--- src/rtl/dma_ctx_pkg.sv ---
package dma_ctx_pkg;
  localparam int unsigned NREG   = 6;
  localparam int unsigned REG_AW = 3;
  localparam int unsigned MODE_W = 4;

  localparam int unsigned W_MODE    = 0;
  localparam int unsigned W_SRC     = 1;
  localparam int unsigned W_SSTRIDE = 2;
  localparam int unsigned W_DST     = 3;
  localparam int unsigned W_DSTRIDE = 4;
  localparam int unsigned W_DIMS    = 5;

  typedef enum logic [1:0] {
    FN_COPY  = 2'd0,
    FN_FUSE  = 2'd1,
    FN_XPOSE = 2'd2,
    FN_SORT  = 2'd3
  } fn_e;

  typedef enum logic [1:0] {
    HS_IDLE   = 2'd0,
    HS_BUSREQ = 2'd1,
    HS_RUN    = 2'd2
  } hs_e;
endpackage

--- src/rtl/cmd_regs.sv ---
module cmd_regs #(
  parameter int unsigned DW   = 32,
  parameter int unsigned NR   = 6,
  parameter int unsigned AW   = 3
) (
  input  logic             clk,
  input  logic             rst,
  input  logic             we,
  input  logic [AW-1:0]    addr,
  input  logic [DW-1:0]    wdata,
  output logic [NR*DW-1:0] words,
  output logic [DW-1:0]    rdata
);
  for (genvar g = 0; g < NR; g++) begin : g_word
    always_ff @(posedge clk) begin
      if (rst)
        words[g*DW +: DW] <= '0;
      else if (we && (int'(addr) == g))
        words[g*DW +: DW] <= wdata;
    end
  end

  always_ff @(posedge clk) begin
    if (rst)
      rdata <= '0;
    else if (int'(addr) < NR)
      rdata <= words[int'(addr)*DW +: DW];
    else
      rdata <= '0;
  end
endmodule

--- src/rtl/req_edge.sv ---
module req_edge (
  input  logic clk,
  input  logic rst,
  input  logic req_in,
  output logic rise
);
  logic req_q;

  always_ff @(posedge clk) begin
    if (rst) req_q <= 1'b0;
    else     req_q <= req_in;
  end

  assign rise = req_in & ~req_q;
endmodule

--- src/rtl/hs_fsm.sv ---
module hs_fsm
  import dma_ctx_pkg::*;
(
  input  logic clk,
  input  logic rst,
  input  logic rise,
  input  logic mode_ok,
  input  logic hlda,
  input  logic eng_done,
  output logic load,
  output logic hreq,
  output logic dack,
  output logic eng_start
);
  hs_e state;

  assign load = (state == HS_IDLE) && rise && mode_ok;

  always_ff @(posedge clk) begin
    if (rst) begin
      state     <= HS_IDLE;
      hreq      <= 1'b0;
      dack      <= 1'b0;
      eng_start <= 1'b0;
    end else begin
      unique case (state)
        HS_IDLE: begin
          if (load) begin
            state <= HS_BUSREQ;
            hreq  <= 1'b1;
          end
        end
        HS_BUSREQ: begin
          if (hlda) begin
            state     <= HS_RUN;
            dack      <= 1'b1;
            eng_start <= 1'b1;
          end
        end
        HS_RUN: begin
          if (eng_done) begin
            state     <= HS_IDLE;
            hreq      <= 1'b0;
            dack      <= 1'b0;
            eng_start <= 1'b0;
          end
        end
        default: state <= HS_IDLE;
      endcase
    end
  end
endmodule

--- src/rtl/ctx_gen.sv ---
module ctx_gen
  import dma_ctx_pkg::*;
#(
  parameter int unsigned DW = 32,
  localparam int unsigned HW = DW / 2
) (
  input  logic              clk,
  input  logic              rst,
  input  logic              load,
  input  logic [DW-1:0]     mode_word,
  input  logic [DW-1:0]     src,
  input  logic [DW-1:0]     sstride,
  input  logic [DW-1:0]     dst,
  input  logic [DW-1:0]     dstride,
  input  logic [DW-1:0]     dims,
  output logic              mode_ok,
  output logic [MODE_W-1:0] c_mode,
  output logic [1:0]        c_func,
  output logic [DW-1:0]     c_src,
  output logic [DW-1:0]     c_sstride,
  output logic [DW-1:0]     c_dst,
  output logic [DW-1:0]     c_inner,
  output logic [DW-1:0]     c_outer,
  output logic [HW-1:0]     c_rows,
  output logic [HW-1:0]     c_cols
);
  logic [MODE_W-1:0] mode;
  fn_e               dec;

  assign mode    = mode_word[MODE_W-1:0];
  assign mode_ok = $onehot(mode) && (mode_word[DW-1:MODE_W] == '0);

  always_comb begin
    unique case (mode)
      4'b0010: dec = FN_FUSE;
      4'b0100: dec = FN_XPOSE;
      4'b1000: dec = FN_SORT;
      default: dec = FN_COPY;
    endcase
  end

  always_ff @(posedge clk) begin
    if (rst) begin
      c_mode    <= '0;
      c_func    <= '0;
      c_src     <= '0;
      c_sstride <= '0;
      c_dst     <= '0;
      c_inner   <= '0;
      c_outer   <= '0;
      c_rows    <= '0;
      c_cols    <= '0;
    end else if (load) begin
      c_mode    <= mode;
      c_func    <= dec;
      c_src     <= src;
      c_sstride <= sstride;
      c_dst     <= dst;
      c_cols    <= dims[DW-1:HW];
      if (dec == FN_XPOSE) begin
        c_inner <= dstride;
        c_outer <= DW'(1);
      end else begin
        c_inner <= DW'(1);
        c_outer <= dstride;
      end
      if (dec == FN_SORT) c_rows <= HW'(1);
      else                c_rows <= dims[HW-1:0];
    end
  end
endmodule

--- src/rtl/dma_ctx_ctrl.sv ---
module dma_ctx_ctrl
  import dma_ctx_pkg::*;
#(
  parameter int unsigned DW = 32
) (
  input  logic                clk,
  input  logic                rst,
  input  logic                cfg_we,
  input  logic [REG_AW-1:0]   cfg_addr,
  input  logic [DW-1:0]       cfg_wdata,
  output logic [DW-1:0]       cfg_rdata,
  input  logic                dreq,
  output logic                hreq,
  input  logic                hlda,
  output logic                dack,
  output logic                eng_start,
  input  logic                eng_done,
  output logic [MODE_W-1:0]   ctx_mode,
  output logic [1:0]          ctx_func,
  output logic [DW-1:0]       ctx_src_addr,
  output logic [DW-1:0]       ctx_src_stride,
  output logic [DW-1:0]       ctx_dst_addr,
  output logic [DW-1:0]       ctx_inner_step,
  output logic [DW-1:0]       ctx_outer_step,
  output logic [DW/2-1:0]     ctx_rows,
  output logic [DW/2-1:0]     ctx_cols
);
  logic [NREG*DW-1:0] words;
  logic [DW-1:0]      mode_word;
  logic               rise;
  logic               mode_ok;
  logic               load;

  assign mode_word = words[W_MODE*DW +: DW];

  cmd_regs #(.DW(DW), .NR(NREG), .AW(REG_AW)) u_regs (
    .clk   (clk),
    .rst   (rst),
    .we    (cfg_we),
    .addr  (cfg_addr),
    .wdata (cfg_wdata),
    .words (words),
    .rdata (cfg_rdata)
  );

  req_edge u_edge (
    .clk    (clk),
    .rst    (rst),
    .req_in (dreq),
    .rise   (rise)
  );

  hs_fsm u_hs (
    .clk       (clk),
    .rst       (rst),
    .rise      (rise),
    .mode_ok   (mode_ok),
    .hlda      (hlda),
    .eng_done  (eng_done),
    .load      (load),
    .hreq      (hreq),
    .dack      (dack),
    .eng_start (eng_start)
  );

  ctx_gen #(.DW(DW)) u_ctx (
    .clk       (clk),
    .rst       (rst),
    .load      (load),
    .mode_word (mode_word),
    .src       (words[W_SRC*DW +: DW]),
    .sstride   (words[W_SSTRIDE*DW +: DW]),
    .dst       (words[W_DST*DW +: DW]),
    .dstride   (words[W_DSTRIDE*DW +: DW]),
    .dims      (words[W_DIMS*DW +: DW]),
    .mode_ok   (mode_ok),
    .c_mode    (ctx_mode),
    .c_func    (ctx_func),
    .c_src     (ctx_src_addr),
    .c_sstride (ctx_src_stride),
    .c_dst     (ctx_dst_addr),
    .c_inner   (ctx_inner_step),
    .c_outer   (ctx_outer_step),
    .c_rows    (ctx_rows),
    .c_cols    (ctx_cols)
  );
endmodule

--- config.mk ---
export PLATFORM = sky130hd
export DESIGN_NAME = dma_ctx_ctrl
export DESIGN_NICKNAME = d
export VERILOG_FILES = /design/src/rtl/dma_ctx_pkg.sv /design/src/rtl/cmd_regs.sv /design/src/rtl/req_edge.sv /design/src/rtl/hs_fsm.sv /design/src/rtl/ctx_gen.sv /design/src/rtl/dma_ctx_ctrl.sv
export SDC_FILE = /design/constraint.sdc
export NUM_CORES = 1
export LEC_CHECK = 0
export BUFFER_PORTS_ARGS = -buffer_cell sky130_fd_sc_hd__buf_4
export CAP_MARGIN = 0
export CORE_MARGIN = 5
export CORE_UTILIZATION = 57
export CTS_CLUSTER_DIAMETER = 60
export CTS_CLUSTER_SIZE = 30
export DETAILED_ROUTE_END_ITERATION = 10
export PLACE_DENSITY_LB_ADDON = 0.08
export SLEW_MARGIN = 30
export SYNTH_ARGS = -nofsm -noshare
export SYNTH_HDL_FRONTEND = slang
export SYNTH_SLANG_ARGS = --single-unit
--- constraint.sdc ---
create_clock -name clk -period 3.05 [get_ports clk]
set_clock_uncertainty 0.05 [all_clocks]
set_input_delay 0.1525 -clock clk [delete_from_list [all_inputs] [get_ports clk]]
set_output_delay 0.1525 -clock clk [all_outputs]
set_load 0.1 [all_outputs]
=== After elaboration in Yosys (flattened, before gate mapping) ===
Index checks and enable logic that the tools add are counted.

* Eq/ne operators: 16
* $add $sub $neg: 3
* Shift-type cells: 1
* Reductions and logical operators: 18
* Bitwise operators: 3
* Order comparisons: 1
* Muxes and demuxes: 13

{| class="wikitable"
|+ Operator list
! cell !! count
|-
| $shiftx A192 B9 Y32 || 1
|-
| $mux W32 || 2
|-
| $logic_not A28 Y1 || 1
|-
| $mux W16 || 1
|-
| $eq A3 B3 Y1 const B || 4
|-
| $pmux W2 S3 || 2
|-
| $logic_and A1 B1 Y1 || 9
|-
| $reduce_and A3 Y1 || 3
|-
| $eq A2 B2 Y1 const B || 3
|-
| $mux W2 || 3
|-
| $ne A2 B2 Y1 const B || 3
|-
| $add A1 B1 Y2 || 2
|-
| $eq A4 B2 Y1 const B || 1
|-
| $eq A4 B3 Y1 const B || 1
|-
| $eq A4 B4 Y1 const B || 1
|-
| $pmux W1 S2 || 2
|-
| $reduce_bool A2 Y1 || 2
|-
| $add A3 B3 Y3 || 1
|-
| $eq A3 B1 Y1 const B || 1
|-
| $eq A3 B2 Y1 const B || 1
|-
| $logic_not A3 Y1 || 1
|-
| $lt A3 B3 Y1 const B || 1
|-
| $mux W1 || 3
|-
| $eq A2 B1 Y1 const B || 1
|-
| 4 further kinds || 5
|}

* Output and inout bits: 233
* Register bits: 427
* Bits of input ports: 41

=== Logic depth before layout (Yosys ltp) ===
* Depth in word-level cells: 7
* Mapped depth: 12
* Depth with buffers taken out: 8

=== Cells and area by module ===
From an unflattened synthesis, not the netlist that was laid out.

* Cell total of the unflattened synthesis: 1816
* Area total of the unflattened synthesis: 16694.8 µm²

{| class="wikitable"
|+ By module, submodules not included
! module !! instances !! area an instance (µm²) !! cells each
|-
| cmd_regs || 1 || 9151.3 || 1089
|-
| ctx_gen || 1 || 7309.5 || 705
|-
| hs_fsm || 1 || 186.4 || 19
|-
| req_edge || 1 || 47.5 || 3
|}

=== Least setup slack after synthesis ===
No wires, ideal clock.

* Kind: register -> register
* Start: register u_regs.words[2]
* End: register u_ctx.c_rows[10]
* Data arrival time: 2502 ps
* Period minus slack after synthesis: 2674 ps
* Cell stages (with the launch flop): 13
* Setup time: 122 ps
* Path buffers: 4
* Slack: 376 ps
* Cells stage by stage: dfxtp_1 -> inv_1 -> ha_1 -> ha_1 -> fa_1 -> nor4_1 -> and4_1 -> buf_2 -> nand3_2 -> buf_6 -> buf_6 -> buf_6 -> mux2i_1

* Cells in the longest elaborated chain, start to end: 5

{| class="wikitable"
|+ RTL lines
! element !! RTL line !! text
|-
| start: declaration || cmd_regs.sv:11 || <nowiki>output logic [NR*DW-1:0] words,</nowiki>
|-
| start signal: indexed assignment || cmd_regs.sv:19 || <nowiki>words[g*DW +: DW] <= wdata;</nowiki>
|-
| $add A1 B1 Y2 (implied by the code) || ctx_gen.sv:31 || <nowiki>assign mode_ok = $onehot(mode) && (mode_word[DW-1:MODE_W] == '0);</nowiki>
|-
| $add A3 B3 Y3 (implied by the code) || ctx_gen.sv:31 ||
|-
| $eq A3 B1 Y1 || ctx_gen.sv:31 ||
|-
| $logic_and A1 B1 Y1 || ctx_gen.sv:31 ||
|-
| $logic_and A1 B1 Y1 || hs_fsm.sv:17 || <nowiki>assign load = (state == HS_IDLE) && rise && mode_ok;</nowiki>
|-
| end signal: assignment || ctx_gen.sv:68 || <nowiki>else c_rows <= dims[HW-1:0];</nowiki>
|-
| end: declaration || ctx_gen.sv:24 || <nowiki>output logic [HW-1:0] c_rows,</nowiki>
|}

Several ways; a longest one is shown, not always the timed one.
A chain may end at the register's enable or synchronous reset.

=== Worst setup path after layout ===
* Start: register u_regs.words[0]
* End: register u_ctx.c_sstride[11]

* Cells in the longest elaborated chain, start to end: 5

{| class="wikitable"
|+ RTL lines
! element !! RTL line !! text
|-
| $add A1 B1 Y2 (implied by the code) || ctx_gen.sv:31 ||
|-
| $add A3 B3 Y3 (implied by the code) || ctx_gen.sv:31 ||
|-
| $eq A3 B1 Y1 || ctx_gen.sv:31 ||
|-
| $logic_and A1 B1 Y1 || ctx_gen.sv:31 ||
|-
| $logic_and A1 B1 Y1 || hs_fsm.sv:17 ||
|-
| end signal: assignment || ctx_gen.sv:57 || <nowiki>c_sstride <= sstride;</nowiki>
|-
| end: declaration || ctx_gen.sv:20 || <nowiki>output logic [DW-1:0] c_sstride,</nowiki>
|}

Every way passes these cells.

==> results <==
- In this run the horizontal extent of the chip is between 150 and 200 um.
- The number of I/O port buffers is between 200 and 300.
- The number of endpoints with negative hold slack in the final report was 0.
- The post-layout minimum cycle time is approximately 2.9 ns.
- The type of the tightest min-delay check is in2reg.
- In the final layout, the share of cells above drive strength 1 is approximately a fifth.
- Summed over all layers, the global routing overflow is 0.
- The analysis attributes to cell leakage a power of between 0.008 and 0.009 uW.
- The sequential element share of the synthesized area is 48.75%.
- At the pin with the least slew margin, the transition time is roughly 0.89 ns.
- The net count after synthesis is slightly above 2k.
- Using the TritonRoute via totals, the vias-per-cell ratio works out to about 6.1.
- The combinational power share is 9.4%.
- The global-route wire length before repair is about 84000 um.
- Across the run, the number of max-cap violations was 0.
- The accumulated negative setup slack is 0 ns.
- The arrival time at the worst endpoint is roughly 3.2 ns.
- The initial utilization of the core area, before any placement, comes to 57.47%.
- Measured on the finished design, the core utilization comes to 70.01%.
- Leaving out fill and tap cells, the most frequent cells in the layout are sky130_fd_sc_hd__nand2_1, sky130_fd_sc_hd__dfxtp_1, sky130_fd_sc_hd__a21oi_1.
- The global router's overall resource usage is approximately 30%.
- The internal power is between 8000 and 9000 uW.
- In this run, the number of DRC markers left after iteration 0 of detailed routing was roughly 1.7k.
- The summed instance area of the synthesized netlist is between 15000 and 20000 um2.
- Clock tree synthesis selected as its root buffer the cell sky130_fd_sc_hd__clkbuf_16.
- The maximum root-to-sink buffer count is 3.
- The maximum number of pins on one net before global-route repair is approximately 150.
- After detailed routing, the number of remaining DRC violations is 0.
- The kind of critical path is reg2reg.
- STA classifies the critical path startpoint as a register.
- Clock-pin slew was measured on the worst setup and hold paths at roughly 0.11 ns.
- Of the total power, the clock network draws between 40% and 50%.
- The count of pins over their slew limit came to 0.
- The H-tree depth is 1.
- The library cell used most frequently in the layout, excluding fill and tap cells, is sky130_fd_sc_hd__nand2_1.
- The number of endpoints failing setup at the final stage is 0.
- The global placer's final weighted congestion is 0.8875.
- The routed design has roughly 55000 um of wire.
- The cell taking the most area after synthesis is sky130_fd_sc_hd__dfxtp_1.
- The number of sinks handled by clock tree synthesis is around 430.
- TritonCTS built the clock tree.
- Registers are responsible for ~50% of the overall power.
- The maximum vdd drop is around 0.52 mV.
- At the later pin of the worst-skew pair, clock insertion delay measures roughly 0.6 ns.
- The number of setup buffers added after CTS is 0.
- The flow ran to the end, and the final reports show no timing, DRC or antenna violations.
- The initial antenna violation count is 2.
- The top-area cell type share of the netlist area is 48.75%.
- The final HPWL from detailed placement is ~35000 um.
- The count of fill cells added during filler insertion is 2413.
- The fmax is approximately 350 MHz.
- The number of distinct standard cells referenced by the synthesized netlist is 37.
- In this run, synthesis produced a sequential element count of 427.
- The Yosys step of the flow raised 0 warnings.
- ~270 I/O pins were placed.
- In the post-synthesis netlist, the biggest area contributors are sky130_fd_sc_hd__dfxtp_1, sky130_fd_sc_hd__nand2_1, sky130_fd_sc_hd__a21oi_1.
- The area growth from synthesis to layout is 21.82%.
- The remaining max-slew budget at the tightest pin is 40.60%.
- Summing over every cut layer, the via total after detailed routing is roughly 16k.
- The synthesized instance count is 2000.
- The switching power total is 3454 uW.
- In this run the worst path has a maximum fanout of a little over 80.
- The die height is roughly 190 um.
- The number of search-and-repair iterations in the first detailed-routing pass is 5.
- STA classifies the critical path endpoint as a register.
- The hold slack is between 0.03 and 0.04 ns.
- The total clock buffers created by CTS is 31.
- The remaining antenna violation count after routing is 0.
- The routed wire length per instance is 21.03 um.
- The required arrival time at the worst endpoint is about 3.4 ns.
- The mean instance size in the synthesized netlist is 8.767 um2.
- The worst path uses between 90% and 100% of the clock period.
- The cell area power density is ~540 nW/um2.
- The die covers about 34000 um2.
- The floorplan row count is 64.
- The final layout contains 2232 nets.
- The switching share of power is between 20% and 30%.
- After floorplanning, the core was sized to cover 30510 um2.
- The number of global-route vias before repair came to around 15k.
registers in the layout, indices dropped and copies added, names as in the netlist, 4 cells and up:
name and count:
u_ctx.c_inner 32, u_ctx.c_src 32, u_ctx.c_cols 16, u_ctx.c_mode 4
u_regs.words 192, u_ctx.c_rows 16, u_ctx.c_dst 32, u_ctx.c_sstride 32
u_ctx.c_outer 32, u_regs.rdata 32
cell usage after synthesis (all sizes together):
library cell,n
ha,8
fa,1
mux2i,77
nor2,39
buf,56
and3b,1
dfxtp,427
a22oi,32
mux4,32
nor2b,3
nand3,6
nand3b,2
nor3,8
nor4,8
nand4,118
a22o,1
and3,2
o21a,1
nor4bb,1
mux2,32
a31oi,5
o21ai,1
clkbuf,145
a211oi,3
a21oi,317
o31ai,117
inv,7
nand2b,80
and2,2
nand2,466
nor3b,1
and4,1
layout make-up:
class,instances,area (um2),share of cell area [%]
Tap cell,396,495.5,2.320
Clock inverter,26,456.7,2.138
Clock buffer,31,775.7,3.632
Sequential cell,427,8548,40.02
Inverter,7,26.28,0.1230
Multi-Input combinational cell,1365,8192,38.35
Timing Repair Buffer,350,2861,13.40
Antenna cell,2,5.005,0.02343
layer usage:
layer  wire length (um)  global-route usage (%)
met1              24100                   46.49
met5                  0                       0
met2              23820                   44.76
met4               1150                   7.164
met3               5701                   4.831
through the flow:
step	cells	cell area (um2)	setup slack (ns)	total power, uW
2_1_floorplan	2000	17530	0.3760	6498
3_3_place_gp	2509	19750	0.2632	6829
3_5_place_dp	2509	19750	0.1652	6844
4_1_cts	2602	21340	0.1267	11650
5_1_grt	2604	21360	-0.009087	11980
6_report	2604	21360	0.1946	11630
critical path, stage by stage (launching register included):
cell	delay [ns]
sky130_fd_sc_hd__dfxtp_1	0.34
sky130_fd_sc_hd__inv_1	0.07
sky130_fd_sc_hd__ha_1	0.30
sky130_fd_sc_hd__ha_1	0.21
sky130_fd_sc_hd__fa_1	0.42
sky130_fd_sc_hd__nor4_1	0.29
sky130_fd_sc_hd__nand4_1	0.22
sky130_fd_sc_hd__buf_8	0.32
sky130_fd_sc_hd__o31ai_1	0.32
sky130_fd_sc_hd__a21oi_1	0.11
power by group through the flow:
stage / clock, uW / combinational, uW / sequential [uW]
floorplan: 0 / 626 / 5870
global placement: 0 / 1010 / 5820
detailed placement: 0 / 1020 / 5820
CTS: 4900 / 1060 / 5690
global route: 5130 / 1150 / 5700
finish: 4850 / 1090 / 5690
repair_timing:
item                                    4_1_cts  5_1_grt
endpoints found under the hold margin       197        0
endpoints found under the setup margin        0       81
gates resized for setup                       0        4
hold buffers                                 36        0
path summary, 6_finish.rpt:
kind	from	end	slack, ns	cells after the start
min reg2reg	u_regs.words[174]	u_ctx.c_rows[14]	0.42	2
max reg2reg	u_regs.words[0]	u_ctx.c_sstride[11]	0.19	9
max	u_regs.words[0]	u_ctx.c_sstride[11]	0.19	9
min	rst	u_regs.rdata[19]	0.03	2
logic make-up (layout without fill, tap and decap cells):
group           after synthesis  after routing  synth area share [%]
compound gates              477            477                 15.86
flops                       427            427                 48.75
buf+inv                     208            414                 4.959
simple gates                738            738                 19.19
fa+ha+maj                     9              9                0.6851
mux                         141            141                 10.56
other cells                   0              2                     0
(Power assumes the default switching activity.)
